<file path="src/rtl/vhadd_pkg.sv">
package vhadd_pkg;
    parameter int INSTR_W   = 32;
    parameter int LANE_W    = 16;
    parameter int LANES     = 8;
    parameter int VEC_W     = LANE_W * LANES;
    parameter int REG_W     = 5;
    parameter int PRIM_W    = 6;
    parameter int XO_W      = 11;

    parameter logic [PRIM_W-1:0] PRIM_VEC = 6'd4;
    parameter logic [XO_W-1:0]   XO_SAT   = 11'd576;
    parameter logic [XO_W-1:0]   XO_MOD   = 11'd64;

    typedef enum logic [1:0] {
        OP_NONE    = 2'd0,
        OP_ADD_SAT = 2'd1,
        OP_ADD_MOD = 2'd2
    } op_kind_e;

    typedef struct packed {
        op_kind_e         kind;
        logic [REG_W-1:0] dst;
        logic [REG_W-1:0] src_a;
        logic [REG_W-1:0] src_b;
    } dec_t;

    function automatic logic [PRIM_W-1:0] prim_of(input logic [INSTR_W-1:0] w);
        return w[INSTR_W-1 -: PRIM_W];
    endfunction

    function automatic logic [XO_W-1:0] xo_of(input logic [INSTR_W-1:0] w);
        return w[XO_W-1:0];
    endfunction
endpackage

</file>
<file path="src/rtl/vhadd_decode.sv">
module vhadd_decode
    import vhadd_pkg::*;
(
    input  logic [INSTR_W-1:0] instr,
    output dec_t               dec
);
    localparam int DST_HI = INSTR_W - PRIM_W - 1;
    localparam int SA_HI  = DST_HI - REG_W;
    localparam int SB_HI  = SA_HI - REG_W;

    always_comb begin
        dec.dst   = instr[DST_HI -: REG_W];
        dec.src_a = instr[SA_HI -: REG_W];
        dec.src_b = instr[SB_HI -: REG_W];
        dec.kind  = OP_NONE;
        if (prim_of(instr) == PRIM_VEC) begin
            if (xo_of(instr) == XO_SAT)
                dec.kind = OP_ADD_SAT;
            else if (xo_of(instr) == XO_MOD)
                dec.kind = OP_ADD_MOD;
        end
    end
endmodule

</file>
<file path="src/rtl/vhadd_lanes.sv">
module vhadd_lanes
    import vhadd_pkg::*;
(
    input  logic [VEC_W-1:0] a,
    input  logic [VEC_W-1:0] b,
    input  logic             sat_mode,
    output logic [VEC_W-1:0] sum,
    output logic [LANES-1:0] clamp
);
    for (genvar i = 0; i < LANES; i++) begin : g_lane
        localparam int HI = VEC_W - 1 - i * LANE_W;
        logic [LANE_W:0] wide;
        always_comb begin
            wide     = {1'b0, a[HI -: LANE_W]} + {1'b0, b[HI -: LANE_W]};
            clamp[i] = wide[LANE_W];
            if (sat_mode && wide[LANE_W])
                sum[HI -: LANE_W] = {LANE_W{1'b1}};
            else
                sum[HI -: LANE_W] = wide[LANE_W-1:0];
        end
    end
endmodule

</file>
<file path="src/rtl/vhadd_status.sv">
module vhadd_status (
    input  logic clk,
    input  logic rst,
    input  logic wr_en,
    input  logic wr_val,
    input  logic clip_evt,
    output logic sat_q
);
    logic base;

    always_comb base = wr_en ? wr_val : sat_q;

    always_ff @(posedge clk) begin
        if (rst) sat_q <= 1'b0;
        else     sat_q <= base | clip_evt;
    end
endmodule

</file>
<file path="src/rtl/vhadd_unit.sv">
module vhadd_unit
    import vhadd_pkg::*;
(
    input  logic               clk,
    input  logic               rst,
    input  logic               issue_valid,
    input  logic [INSTR_W-1:0] instr,
    input  logic [VEC_W-1:0]   opnd_a,
    input  logic [VEC_W-1:0]   opnd_b,
    input  logic               stat_wr_en,
    input  logic               stat_wr_sat,
    output logic               res_valid,
    output logic [VEC_W-1:0]   res_data,
    output logic [REG_W-1:0]   res_dst,
    output logic               unhandled,
    output logic               stat_sat
);
    dec_t             dec;
    logic [VEC_W-1:0] lane_sum;
    logic [LANES-1:0] lane_clamp;
    logic             is_sat;
    logic             legal;
    logic             clip_evt;

    vhadd_decode u_dec (.instr(instr), .dec(dec));

    always_comb begin
        is_sat   = (dec.kind == OP_ADD_SAT);
        legal    = (dec.kind != OP_NONE);
        clip_evt = issue_valid && is_sat && (|lane_clamp);
    end

    vhadd_lanes u_lanes (
        .a(opnd_a), .b(opnd_b), .sat_mode(is_sat),
        .sum(lane_sum), .clamp(lane_clamp)
    );

    vhadd_status u_stat (
        .clk(clk), .rst(rst), .wr_en(stat_wr_en), .wr_val(stat_wr_sat),
        .clip_evt(clip_evt), .sat_q(stat_sat)
    );

    always_ff @(posedge clk) begin
        if (rst) begin
            res_valid <= 1'b0;
            unhandled <= 1'b0;
            res_data  <= '0;
            res_dst   <= '0;
        end else begin
            res_valid <= issue_valid && legal;
            unhandled <= issue_valid && !legal;
            if (issue_valid && legal) begin
                res_data <= lane_sum;
                res_dst  <= dec.dst;
            end
        end
    end
endmodule

</file>
<file path="config.mk">
export PLATFORM = sky130hd
export DESIGN_NAME = vhadd_unit
export DESIGN_NICKNAME = d
export VERILOG_FILES = /design/src/rtl/vhadd_pkg.sv /design/src/rtl/vhadd_decode.sv /design/src/rtl/vhadd_lanes.sv /design/src/rtl/vhadd_status.sv /design/src/rtl/vhadd_unit.sv
export SDC_FILE = /design/constraint.sdc
export NUM_CORES = 1
export LEC_CHECK = 0
export ABC_AREA = 1
export ABC_CLOCK_PERIOD_IN_PS = 4000
export BUFFER_PORTS_ARGS = -buffer_cell sky130_fd_sc_hd__buf_2
export CAP_MARGIN = 20
export CORE_MARGIN = 10
export CORE_UTILIZATION = 30
export DETAILED_ROUTE_END_ITERATION = 10
export MAX_ROUTING_LAYER = met4
export PLACE_DENSITY_LB_ADDON = 0.2
export SYNTH_ARGS = -nofsm -noshare
export SYNTH_HDL_FRONTEND = slang
export SYNTH_SLANG_ARGS = --single-unit
</file>
<file path="constraint.sdc">
create_clock -name clk -period 4 [get_ports clk]
set_input_delay 0.6 -clock clk [delete_from_list [all_inputs] [get_ports clk]]
set_output_delay 0.6 -clock clk [all_outputs]
set_load 0.05 [all_outputs]
</file>
==> out/metrics.csv <==
stage,metric,value,unit
yosys,ys_seq_elements,136,
global_route,use_met1,22.5,%
critical_path,crit_buf_inv,2,
final_layout,areaGrowthSynthToFinish,28.6,%
placement,gp_congestion,0.937,
yosys,yosys.area.top_type,dfxtp_1,
global_route,busiest_layer,met2,
cts,cts_made_buffers,17,
yosys,synth_area_leaders,"dfxtp_1 25%, ha_1 15%, nand2_1 12%",
routing,num_vias,12100,
routing,first_iter_violations,610,
critical_path,cp.required,4.34,ns
cts,clk_pin_slew,0.07,ns
cts,clk_latency,0.43,ns
global_route,grt_usage,18.7,%
global_route,use_met3,4.75,%
yosys,synthAdderAreaFrac,16.0,%
power_and_ir_drop,total_leakage_power,7.56,nW
critical_path,worst-setup-path-type,in2reg,
cts,cts_resized,0,
die,core,36400,um^2
final_layout,mostFrequentLayoutCells,"418 x buf_2, 345 x nand2_1, 186 x nor2_1, 161 x a21oi_1, 160 x inv_1",
cts,ctsHoldBuffers,0,
critical_path,cpPeakStageDelay,0.45,ns
yosys,synth_edf_count,0,
critical_path,crit_family,simple AND/OR/NAND/NOR gates,
die,io_pins,429,
yosys,avgSynthCellArea,6.77,um^2
global_route,globalRouteMet2Util,30.5,%
final_layout,nets,2464,
critical_path,cp_cell_sequence,buf_2 > ha_1 > fa_1 > nand2_1 > nand2_1 > nand3_1 > nand2_1 > a21oi_1 > nor2_1 > nor2_1 > buf_4 > nand2_1 > nor2_1 > nor2_1,
yosys,synth-async-reset-ratio,0,%
yosys,yosys_warnings,0,
sta,setup_ws,1.42,ns
yosys,synth-compound-area-share,20.2,%
yosys,syn_area,11000,um^2
sta,min_period,2.58,ns
routing,drt-pass1-iter-count,5,
placement,place_area,13500,um^2
routing,avgRoutedWirePerCell,16.5,um
critical_path,critical_path_arrival,2.92,ns
global_route,antenna_found_initial,2,
critical_path,critPathLaunchType,input port,
final_layout,design_area,14100,um^2
yosys,synth_top_family_by_area,simple AND/OR/NAND/NOR gates,
routing,drtAntennaViolNets,0,
global_route,grt_pass1_wl,65.5,mm
global_route,grt_pass1_vias,12400,
yosys,yosysSeqAreaShare,24.7,%
global_route,grt_max_degree,75,
routing,drt-total-wl,41.5,mm
min_path,hold_path.class,in2reg,
sta,setup_viol,0,
power_and_ir_drop,cellPowerDensity,303,nW/um^2
global_route,gr-total-overflow,0,
yosys,synth.mux.area_fraction,0.0910,%
critical_path,crit_fanout,7,
power_and_ir_drop,peakVddDrop,0.293,mV
placement,port_buffers,418,
sta,max_slew.worst_pin.slew,0.812,ns
sta,setup_tns,0,ns
yosys,syn_inst,1625,
status,status,finished clean,
cts,cts_tree,built,
cts,cts_root_buf,clkbuf_16,
cts,post_cts_buffers,0,
placement,dp_hpwl,33.8,mm
run,drv_cap,0,
cts,h-tree-depth,4,
placement,placed_cells,2484,
die,dieArea,44700,um^2
critical_path,endpoint_kind,flip-flop,
sta,skew,0,ns
yosys,synth.distinct_cells,40,
cts,cts_sinks,136,
yosys,syn_nets,2054,
yosys,netlist.area_leader.share,24.7,%
final_layout,layout-drive-gt1-share,23.0,%
sta,max_freq,387,MHz
final_layout,postLayoutCoreUtil,38.8,%
sta,period_share,64.6,%
yosys,synth_ff_type,dfxtp_1,
die,start_util,30.2,%
final_layout,final_common_cell,buf_2,
sta,report.final.slew_viol_count,0,
routing,vias_per_cell,4.80,
sta,whs,0.362,ns
routing,drc_errors,0,
die,dieHeight,212,um
power_and_ir_drop,power.total,4.29,mW
yosys,synth_xor_area_share,5.89,%
cts,cts_buffer_depth,2,
die,die_w,212,um
final_layout,fin_cells,2517,
placement,dpl_worst_slack,0.917,ns
critical_path,cp_slowest_cell,nor2_1,
yosys,synth-simple-area-share,25.4,%
sta,hold_violations,0,
sta,rsz0062_at_grt,false,
sta,relSlewSlack,45.9,%
die,num_rows,70,
==> logic make-up (layout without fill, tap and decap cells) <==
group / after synthesis / in the layout
and+or+nand+nor: 673 / 673
AOI/OAI and AO/OA: 405 / 405
buffers and inverters: 200 / 622
adders and majority gates: 136 / 136
DFF: 136 / 136
xor gates and xnor gates: 74 / 74
muxes: 1 / 1
other: 0 / 2
==> worst reg2reg max path, cell delays in order (launching register included) <==
cell and delay, ns:
dfxtp_1 0.40, o21ai_0 0.11, a31oi_1 0.15
==> state kept, by name, indices dropped and copies added, names as in the netlist <==
| signal | flops |
|---|---|
| res_data | 128 |
| res_valid | 1 |
| res_dst | 5 |
| u_stat.sat_q | 1 |
| unhandled | 1 |
==> power by group <==
group,internal [mW],leakage (nW),switching [mW]
clock,1.04,0.293,0.674
combinational,0.505,6.17,0.715
sequential,1.36,1.10,0.000355
total,2.90,7.56,1.39
==> synthesized netlist by cell type (2+ instances only) <==
master	count
a21boi_0	2
a21o_1	16
a21oi_1	161
a31oi_1	43
and2_1	8
and3_1	8
buf_2	10
buf_4	4
buf_6	8
clkbuf_1	14
dfxtp_1	136
fa_1	8
ha_1	128
inv_1	161
nand2_1	345
nand3_1	89
nand3b_1	3
nand4_1	8
nor2_1	186
nor2_4	3
nor3_1	11
o211ai_1	4
o21a_1	8
o21ai_0	142
o21ai_1	3
o21bai_1	20
o31ai_1	6
or2_1	2
or2_2	5
xnor2_1	58
xor2_1	16
==> final cells by class <==
cell class / instances / area, um^2
multi-input cells: 1289 / 7430
clock inverters: 12 / 176
clock buffers: 19 / 433
inverters: 163 / 614
fillers: 3959 / 22300
well taps: 468 / 586
repair buffers: 428 / 2180
flip-flops and latches: 136 / 2720
diodes: 2 / 5.00
==> final timing paths <==
path / startpoint / to / slack [ns] / cells after the start
max reg2reg: res_data[47] / res_data[47] / 3.27 / 2
max: opnd_a[48] / res_data[63] / 1.42 / 14
min reg2reg: res_dst[2] / res_dst[2] / 0.51 / 2
min: rst / u_stat.sat_q / 0.36 / 2
==> per-layer routing <==
layer / wire [um] / up-vias / share of wire, %
met2: 19500 / 303 / 47
met3: 2490 / 32 / 6.0
met1: 19000 / 5466 / 46
met5: 0 / - / 0
met4: 575 / 0 / 1.4
li1: - / 6280 / -
Note: power is estimated with default switching activity, not from simulation.
